==> src/rtl/vsg_pkg.sv <==
package vsg_pkg;

    typedef enum logic [1:0] {
        SEL_VWIDTH = 2'd0,
        SEL_XOFF   = 2'd1,
        SEL_YOFF   = 2'd2,
        SEL_NONE   = 2'd3
    } sel_e;

    typedef enum logic [1:0] {
        DV_IDLE = 2'd0,
        DV_RUN  = 2'd1,
        DV_DONE = 2'd2
    } dstate_e;

endpackage

==> src/rtl/vsg_bytes.sv <==
module vsg_bytes #(
    parameter int VAL_W = 16,
    parameter int BPP_W = 6,
    parameter int OUT_W = VAL_W + BPP_W - 2
) (
    input  logic [VAL_W-1:0] pixels,
    input  logic [BPP_W-1:0] bpp,
    output logic [OUT_W-1:0] bytes
);
    logic [BPP_W:0] factor;

    always_comb begin
        factor = ({1'b0, bpp} + (BPP_W+1)'(7)) >> 3;
        if (bpp == BPP_W'(4)) begin
            bytes = OUT_W'(pixels >> 1);
        end else begin
            bytes = OUT_W'(OUT_W'(pixels) * OUT_W'(factor));
        end
    end

endmodule

==> src/rtl/vsg_div.sv <==
module vsg_div
    import vsg_pkg::*;
#(
    parameter int NUM_W = 21,
    parameter int DEN_W = 20
) (
    input  logic             clk,
    input  logic             rst_n,
    input  logic             start,
    input  logic [NUM_W-1:0] num,
    input  logic [DEN_W-1:0] den,
    output logic             busy,
    output logic             done,
    output logic [NUM_W-1:0] quo
);
    localparam int CW = $clog2(NUM_W + 1);

    typedef struct packed {
        dstate_e          st;
        logic [CW-1:0]    cnt;
        logic [DEN_W-1:0] rem;
        logic [NUM_W-1:0] wq;
        logic [DEN_W-1:0] dv;
    } dv_t;

    dv_t q, d;
    logic [DEN_W:0] shifted;
    logic [DEN_W:0] diff;
    logic           fits;

    always_comb begin
        d       = q;
        shifted = {q.rem, q.wq[NUM_W-1]};
        fits    = shifted >= {1'b0, q.dv};
        diff    = shifted - {1'b0, q.dv};
        case (q.st)
            DV_IDLE: begin
                if (start) begin
                    d.st  = DV_RUN;
                    d.cnt = CW'(NUM_W);
                    d.rem = '0;
                    d.wq  = num;
                    d.dv  = den;
                end
            end
            DV_RUN: begin
                d.rem = fits ? diff[DEN_W-1:0] : shifted[DEN_W-1:0];
                d.wq  = {q.wq[NUM_W-2:0], fits};
                d.cnt = q.cnt - CW'(1);
                if (q.cnt == CW'(1)) d.st = DV_DONE;
            end
            default: d.st = DV_IDLE;
        endcase
    end

    always_ff @(posedge clk) begin
        if (!rst_n) begin
            q <= '{st: DV_IDLE, cnt: '0, rem: '0, wq: '0, dv: '0};
        end else begin
            q <= d;
        end
    end

    assign busy = (q.st != DV_IDLE);
    assign done = (q.st == DV_DONE);
    assign quo  = q.wq;

    // The partial remainder never reaches the divisor during a restoring run
    p_rem_below_den_r4: assert property (@(posedge clk) disable iff (!rst_n)
        (q.st == DV_RUN) |-> (q.rem < q.dv));

    // A run never begins with a zero divisor
    p_no_zero_den_r9: assert property (@(posedge clk) disable iff (!rst_n)
        (q.st == DV_RUN) |-> (q.dv != '0));

endmodule

==> src/rtl/vscreen_geom.sv <==
module vscreen_geom
    import vsg_pkg::*;
#(
    parameter int VAL_W    = 16,
    parameter int BPP_W    = 6,
    parameter int MEM_SIZE = 1 << 20,
    localparam int LB_W    = VAL_W + BPP_W - 2,
    localparam int QW      = $clog2(MEM_SIZE + 1),
    localparam int SB_W    = LB_W + VAL_W + 1,
    localparam int SA_W    = SB_W - 2
) (
    input  logic             clk,
    input  logic             rst_n,
    input  logic             wr_en,
    input  logic [1:0]       wr_sel,
    input  logic [VAL_W-1:0] wr_data,
    input  logic [VAL_W-1:0] cur_xres,
    input  logic [VAL_W-1:0] cur_yres,
    input  logic [BPP_W-1:0] cur_bpp,
    output logic             busy,
    output logic [LB_W-1:0]  line_offset,
    output logic [VAL_W-1:0] virt_width,
    output logic [QW-1:0]    virt_height,
    output logic [SA_W-1:0]  start_addr
);
    localparam int CMP_W = (QW > VAL_W) ? QW : VAL_W;

    typedef struct packed {
        logic [LB_W-1:0]  lo;
        logic [VAL_W-1:0] vw;
        logic [QW-1:0]    vh;
        logic [VAL_W-1:0] xo;
        logic [VAL_W-1:0] yo;
        logic [SA_W-1:0]  sa;
        logic [VAL_W-1:0] pend_w;
        logic [LB_W-1:0]  pend_lb;
        logic [VAL_W-1:0] pend_yres;
    } geo_t;

    geo_t q, d;

    logic             div_busy, div_done, div_start;
    logic [QW-1:0]    div_quo;
    logic [LB_W-1:0]  lb_new;
    logic [LB_W-1:0]  xb_new;
    logic [VAL_W-1:0] x_use, y_use;
    logic [SB_W-1:0]  sb_new;
    sel_e             sel;

    assign sel = sel_e'(wr_sel);

    vsg_bytes #(.VAL_W(VAL_W), .BPP_W(BPP_W), .OUT_W(LB_W)) u_line_bytes (
        .pixels (wr_data),
        .bpp    (cur_bpp),
        .bytes  (lb_new)
    );

    vsg_bytes #(.VAL_W(VAL_W), .BPP_W(BPP_W), .OUT_W(LB_W)) u_x_bytes (
        .pixels (x_use),
        .bpp    (cur_bpp),
        .bytes  (xb_new)
    );

    vsg_div #(.NUM_W(QW), .DEN_W(LB_W)) u_div (
        .clk   (clk),
        .rst_n (rst_n),
        .start (div_start),
        .num   (QW'(MEM_SIZE)),
        .den   (lb_new),
        .busy  (div_busy),
        .done  (div_done),
        .quo   (div_quo)
    );

    always_comb begin
        d         = q;
        div_start = 1'b0;
        x_use     = (wr_en && sel == SEL_XOFF) ? wr_data : q.xo;
        y_use     = (wr_en && sel == SEL_YOFF) ? wr_data : q.yo;
        sb_new    = SB_W'(q.lo) * SB_W'(y_use) + SB_W'(xb_new);

        if (wr_en && !div_busy) begin
            case (sel)
                SEL_VWIDTH: begin
                    if (wr_data >= cur_xres && lb_new != '0) begin
                        d.pend_w    = wr_data;
                        d.pend_lb   = lb_new;
                        d.pend_yres = cur_yres;
                        div_start   = 1'b1;
                    end
                end
                SEL_XOFF, SEL_YOFF: begin
                    d.xo = x_use;
                    d.yo = y_use;
                    d.sa = sb_new[SB_W-1:2];
                end
                default: ;
            endcase
        end

        if (div_done && (CMP_W'(div_quo) >= CMP_W'(q.pend_yres))) begin
            d.vw = q.pend_w;
            d.vh = div_quo;
            d.lo = q.pend_lb;
        end
    end

    always_ff @(posedge clk) begin
        if (!rst_n) begin
            q <= '0;
        end else begin
            q <= d;
        end
    end

    assign busy        = div_busy;
    assign line_offset = q.lo;
    assign virt_width  = q.vw;
    assign virt_height = q.vh;
    assign start_addr  = q.sa;

    // A width narrower than the screen starts nothing and changes nothing
    p_narrow_reject_r2: assert property (@(posedge clk) disable iff (!rst_n)
        (wr_en && !busy && sel == SEL_VWIDTH && wr_data < cur_xres)
        |=> (!busy && $stable(virt_width) && $stable(line_offset) && $stable(virt_height)));

    // Geometry outputs change only on the edge where busy falls
    p_commit_together_r6: assert property (@(posedge clk) disable iff (!rst_n)
        (!$stable(virt_width) || !$stable(line_offset) || !$stable(virt_height)) |-> $fell(busy));

    // Offset writes are ignored while busy, so the start address holds
    p_busy_holds_start_r7: assert property (@(posedge clk) disable iff (!rst_n)
        busy |=> $stable(start_addr));

    // A pending division always carries a nonzero line length
    p_pend_nonzero_r9: assert property (@(posedge clk) disable iff (!rst_n)
        busy |-> (q.pend_lb != '0));

    // The unused select leaves every output alone
    p_unused_sel_r10: assert property (@(posedge clk) disable iff (!rst_n)
        (wr_en && !busy && sel == SEL_NONE)
        |=> ($stable(start_addr) && $stable(virt_width) && !busy));

endmodule

==> config.mk <==
export PLATFORM = sky130hd
export DESIGN_NAME = vscreen_geom
export DESIGN_NICKNAME = d
export VERILOG_FILES = /design/src/rtl/vsg_pkg.sv /design/src/rtl/vsg_bytes.sv /design/src/rtl/vsg_div.sv /design/src/rtl/vscreen_geom.sv
export SDC_FILE = /design/constraint.sdc
export NUM_CORES = 2
export LEC_CHECK = 0
export BUFFER_PORTS_ARGS = -buffer_cell sky130_fd_sc_hd__clkbuf_2
export CAP_MARGIN = 20
export CORE_UTILIZATION = 35
export DETAILED_ROUTE_END_ITERATION = 6
export GPL_TIMING_DRIVEN = 0
export HOLD_SLACK_MARGIN = 0.12
export PLACE_DENSITY = 0.55
export SLEW_MARGIN = 5
export SYNTH_ARGS = -nofsm -noshare
export SYNTH_HDL_FRONTEND = slang
export SYNTH_SLANG_ARGS = --single-unit
==> constraint.sdc <==
create_clock -name clk -period 13.65 [get_ports clk]
set_clock_uncertainty 0.2 [all_clocks]
set_input_delay 2.0475 -clock clk [delete_from_list [all_inputs] [get_ports clk]]
set_output_delay 2.0475 -clock clk [all_outputs]
set_load 0.01 [all_outputs]
==> results.yml <==
grt:
  grt_pass1_wl_um: 147700
  grt_max_degree: 17
  grt_pass1_vias: 24620
  overflow: 0
  grt_usage: 0.2339
  antenna_found_initial: 2
critical_path:
  slowest_delay_ns: 0.76
  start_kind: "primary input"
  path_class: "primary input to flop"
  slowest_stage: "a2111oi_0"
  setup.worst_path.end_class: "flop"
  path_max_fanout: 10
  cpMostUsedCell: "fa_1"
  crit_arrival_ns: 12.85
  cp.required_ns: 13.89
synth:
  ys_ff_latch: 244
  synth_cell_types: 76
  synth_compound_area_frac: 0.1215
  async_flop_share: 0
  synth_ff_type: "dfxtp_1"
  syn-num-nets: 4062
  synthXorXnorAreaFrac: 0.01641
  seq_area_frac_synth: 0.1727
  synth_top_family_by_area: "adder cells"
  avgSynthCellArea_um2: 8.178
  yosys_warnings: 0
  synth-simple-area-share: 0.2197
  synth_edf_count: 0
  syn_area_um2: 28280
  synth.area.mux_share: 0.03389
  synth_fa_ha_area_frac: 0.3282
  syn_inst: 3458
timing:
  slew_viol_final: 0
  period_minus_slack_ns: 12.61
  tns_ns: 0
  max-slew-margin-rel: 0.2066
  finalHoldViolCount: 0
  max_freq_mhz: 79.31
  rsz0062_at_grt: "no"
  finalSetupViolCount: 0
  tightest_slew_ns: 1.190
  finalCritPeriodShare: 0.9238
clock_network:
  worstSkewPairLatency_ns: 0.62
  htree_levels: 1
  cts_root_buffer: "clkbuf_16"
  cts_hold_buffers: 0
  post_cts_buffers: 0
  cts_buffers: 31
  cts_num_sinks: 244
  clockBufferDepth: 3
  path_clk_slew_ns: 0.07
  cts_tree: "yes"
  cts_resized: 0
detailed_routing:
  drcViolationCount: 0
  ant_nets: 0
  drtIter0Drc: 1721
  firstDrtPassIters: 5
  via_count: 24720
  wl_per_cell_um: 20.19
  routed_wl_um: 95270
  via_per_inst: 5.238
pwr:
  netSwitchingPower_uw: 880.7
  peakVddDrop_uv: 104.1
  p_per_area_nw_per_um2: 77.86
  pwr-share-comb: 0.314
  intPower_mw: 1.577
  leakagePower_nw: 13.88
  switching_share: 0.3584
  share_seq_of_total_power: 0.303
  p_clk_frac: 0.383
placement:
  placed_cell_area_um2: 30390
  gp_congestion: 0.9161
  portBuffers: 149
  hpwlAfterDp_um: 75490
floorplan:
  rows: 103
  core_area_um2: 79520
  die_h_um: 286.3
  dieArea_um2: 81940
  initial_utilization: 0.3557
  pin_count: 152
  die_w_um: 286.3
layout:
  multi_input_area_um2: 20360
  n_fill_cell: 8244
  final-seq-area_um2: 4885
  area_growth_pct: 11.60
  layout-drive-gt1-share: 0.1025
  antenna_cells: 0
  fin_area_um2: 31560
  nets: 4248
outcome:
  status: "complete, no violations"
run:
  max_cap_viol_count: 0
hold_path:
  min_path_type: "flop to flop"
-- final cells by class --
type	instances	share of cell area
Multi-Input combinational cell	2509	0.6451
Sequential cell	244	0.1548
Inverter	410	0.04876
Buffer	295	0.04757
Tap cell	1050	0.04163
Clock buffer	40	0.02787
Timing Repair Buffer	153	0.02553
Clock inverter	17	0.008761
-- worst max-delay path: cells and delay by family --
kind,cells,cell delay (ns)
xor+xnor,1,0.08
mux,1,0.60
fa+ha+maj,9,3.88
compound gates,10,3.62
simple gates,7,1.57
buf+inv,6,1.02
-- cell families after synthesis --
kind of cell    count (synthesis)
mux                            94
fa+ha+maj                     545
simple gates                 1298
buf+inv                       705
compound gates                519
flops                         244
xor+xnor                       53
-- cells in the mapped netlist, types with 58 or more instances --
cell | number | share of area
a21oi_1 | 147 | 0.026
and2_1 | 81 | 0.018
buf_4 | 92 | 0.024
clkbuf_1 | 166 | 0.022
dfxtp_1 | 244 | 0.17
fa_1 | 328 | 0.23
ha_1 | 217 | 0.096
inv_1 | 410 | 0.054
mux2i_1 | 80 | 0.028
nand2_1 | 471 | 0.063
nand3_1 | 134 | 0.024
nor2_1 | 252 | 0.033
nor2b_1 | 98 | 0.022
nor3_1 | 59 | 0.010
o21ai_0 | 127 | 0.022
or4_1 | 58 | 0.015
-- stage by stage --
step / power [mW] / util / setup slack (ns) / instances / hold WS [ns]
6_report: 2.457 / 0.3969 / 1.040 / 4718 / 0.2522
3_5_place_dp: 1.526 / 0.3822 / 0.4646 / 4660 / 0.2474
4_1_cts: 2.468 / 0.3967 / 1.080 / 4717 / 0.2550
5_1_grt: 2.589 / 0.3969 / 0.5099 / 4718 / 0.2716
3_3_place_gp: 1.521 / 0.3816 / 0.4361 / 4657 / 0.2426
2_1_floorplan: 1.293 / - / 2.735 / 3458 / 0.2322
-- metal layers --
layer	wire length, um	GRT usage	part of all wire	up-vias
met3	5241	0.02345	0.055	122
met5	7	0	0.000073	-
li1	-	-	-	11680
met2	44830	0.3933	0.47	706
met1	42230	0.3177	0.44	12210
met4	2958	0.06604	0.031	2
-- path summary, 6_finish.rpt --
path            startpoint  slack (ns)  cells past startpoint        endpoint
max              wr_sel[1]        1.04                     34  start_addr[34]
min          start_addr[9]        0.25                      2   start_addr[9]
max reg2reg         q[106]        3.72                     29  start_addr[34]
min reg2reg  start_addr[9]        0.25                      2   start_addr[9]
-- flip-flops by register name, indices dropped and copies added, names as in the netlist --
name / flops
q: 84
u_div.q: 47
start_addr: 35
u_div.quo: 21
virt_height: 21
line_offset: 20
virt_width: 16
-- cells in the final DEF, fill, tap and decap left out, types with 16 or more instances in the layout --
| cell type | n |
|---|---|
| a221oi_1 | 19 |
| clkbuf_1 | 168 |
| or4_1 | 58 |
| clkbuf_2 | 149 |
| o21a_1 | 16 |
| and3_1 | 37 |
| nor3_1 | 59 |
| o211ai_1 | 18 |
| xnor2_1 | 29 |
| a21oi_1 | 147 |
| or3_1 | 22 |
| a2111oi_2 | 16 |
| nand2_1 | 471 |
| dfxtp_1 | 244 |
| fa_1 | 328 |
| o21ai_0 | 127 |
| nor2b_1 | 98 |
| xor2_1 | 24 |
| a211oi_1 | 41 |
| mux2i_1 | 80 |
| a21o_1 | 42 |
| ha_1 | 217 |
| nor2_1 | 252 |
| nand3_1 | 134 |
| and2_1 | 81 |
| clkbuf_16 | 31 |
| buf_4 | 92 |
| nand2b_1 | 35 |
| buf_1 | 23 |
| inv_1 | 410 |
-- power by group through the flow --
stage	Clock, mW	Combinational [mW]	Sequential (mW)
floorplan	0	0.535	0.758
global placement	0	0.761	0.761
global route	0.985	0.857	0.748
detailed placement	0	0.765	0.761
finish	0.940	0.771	0.745
CTS	0.955	0.768	0.745
No activity file was read; power rests on OpenSTA's default activity.
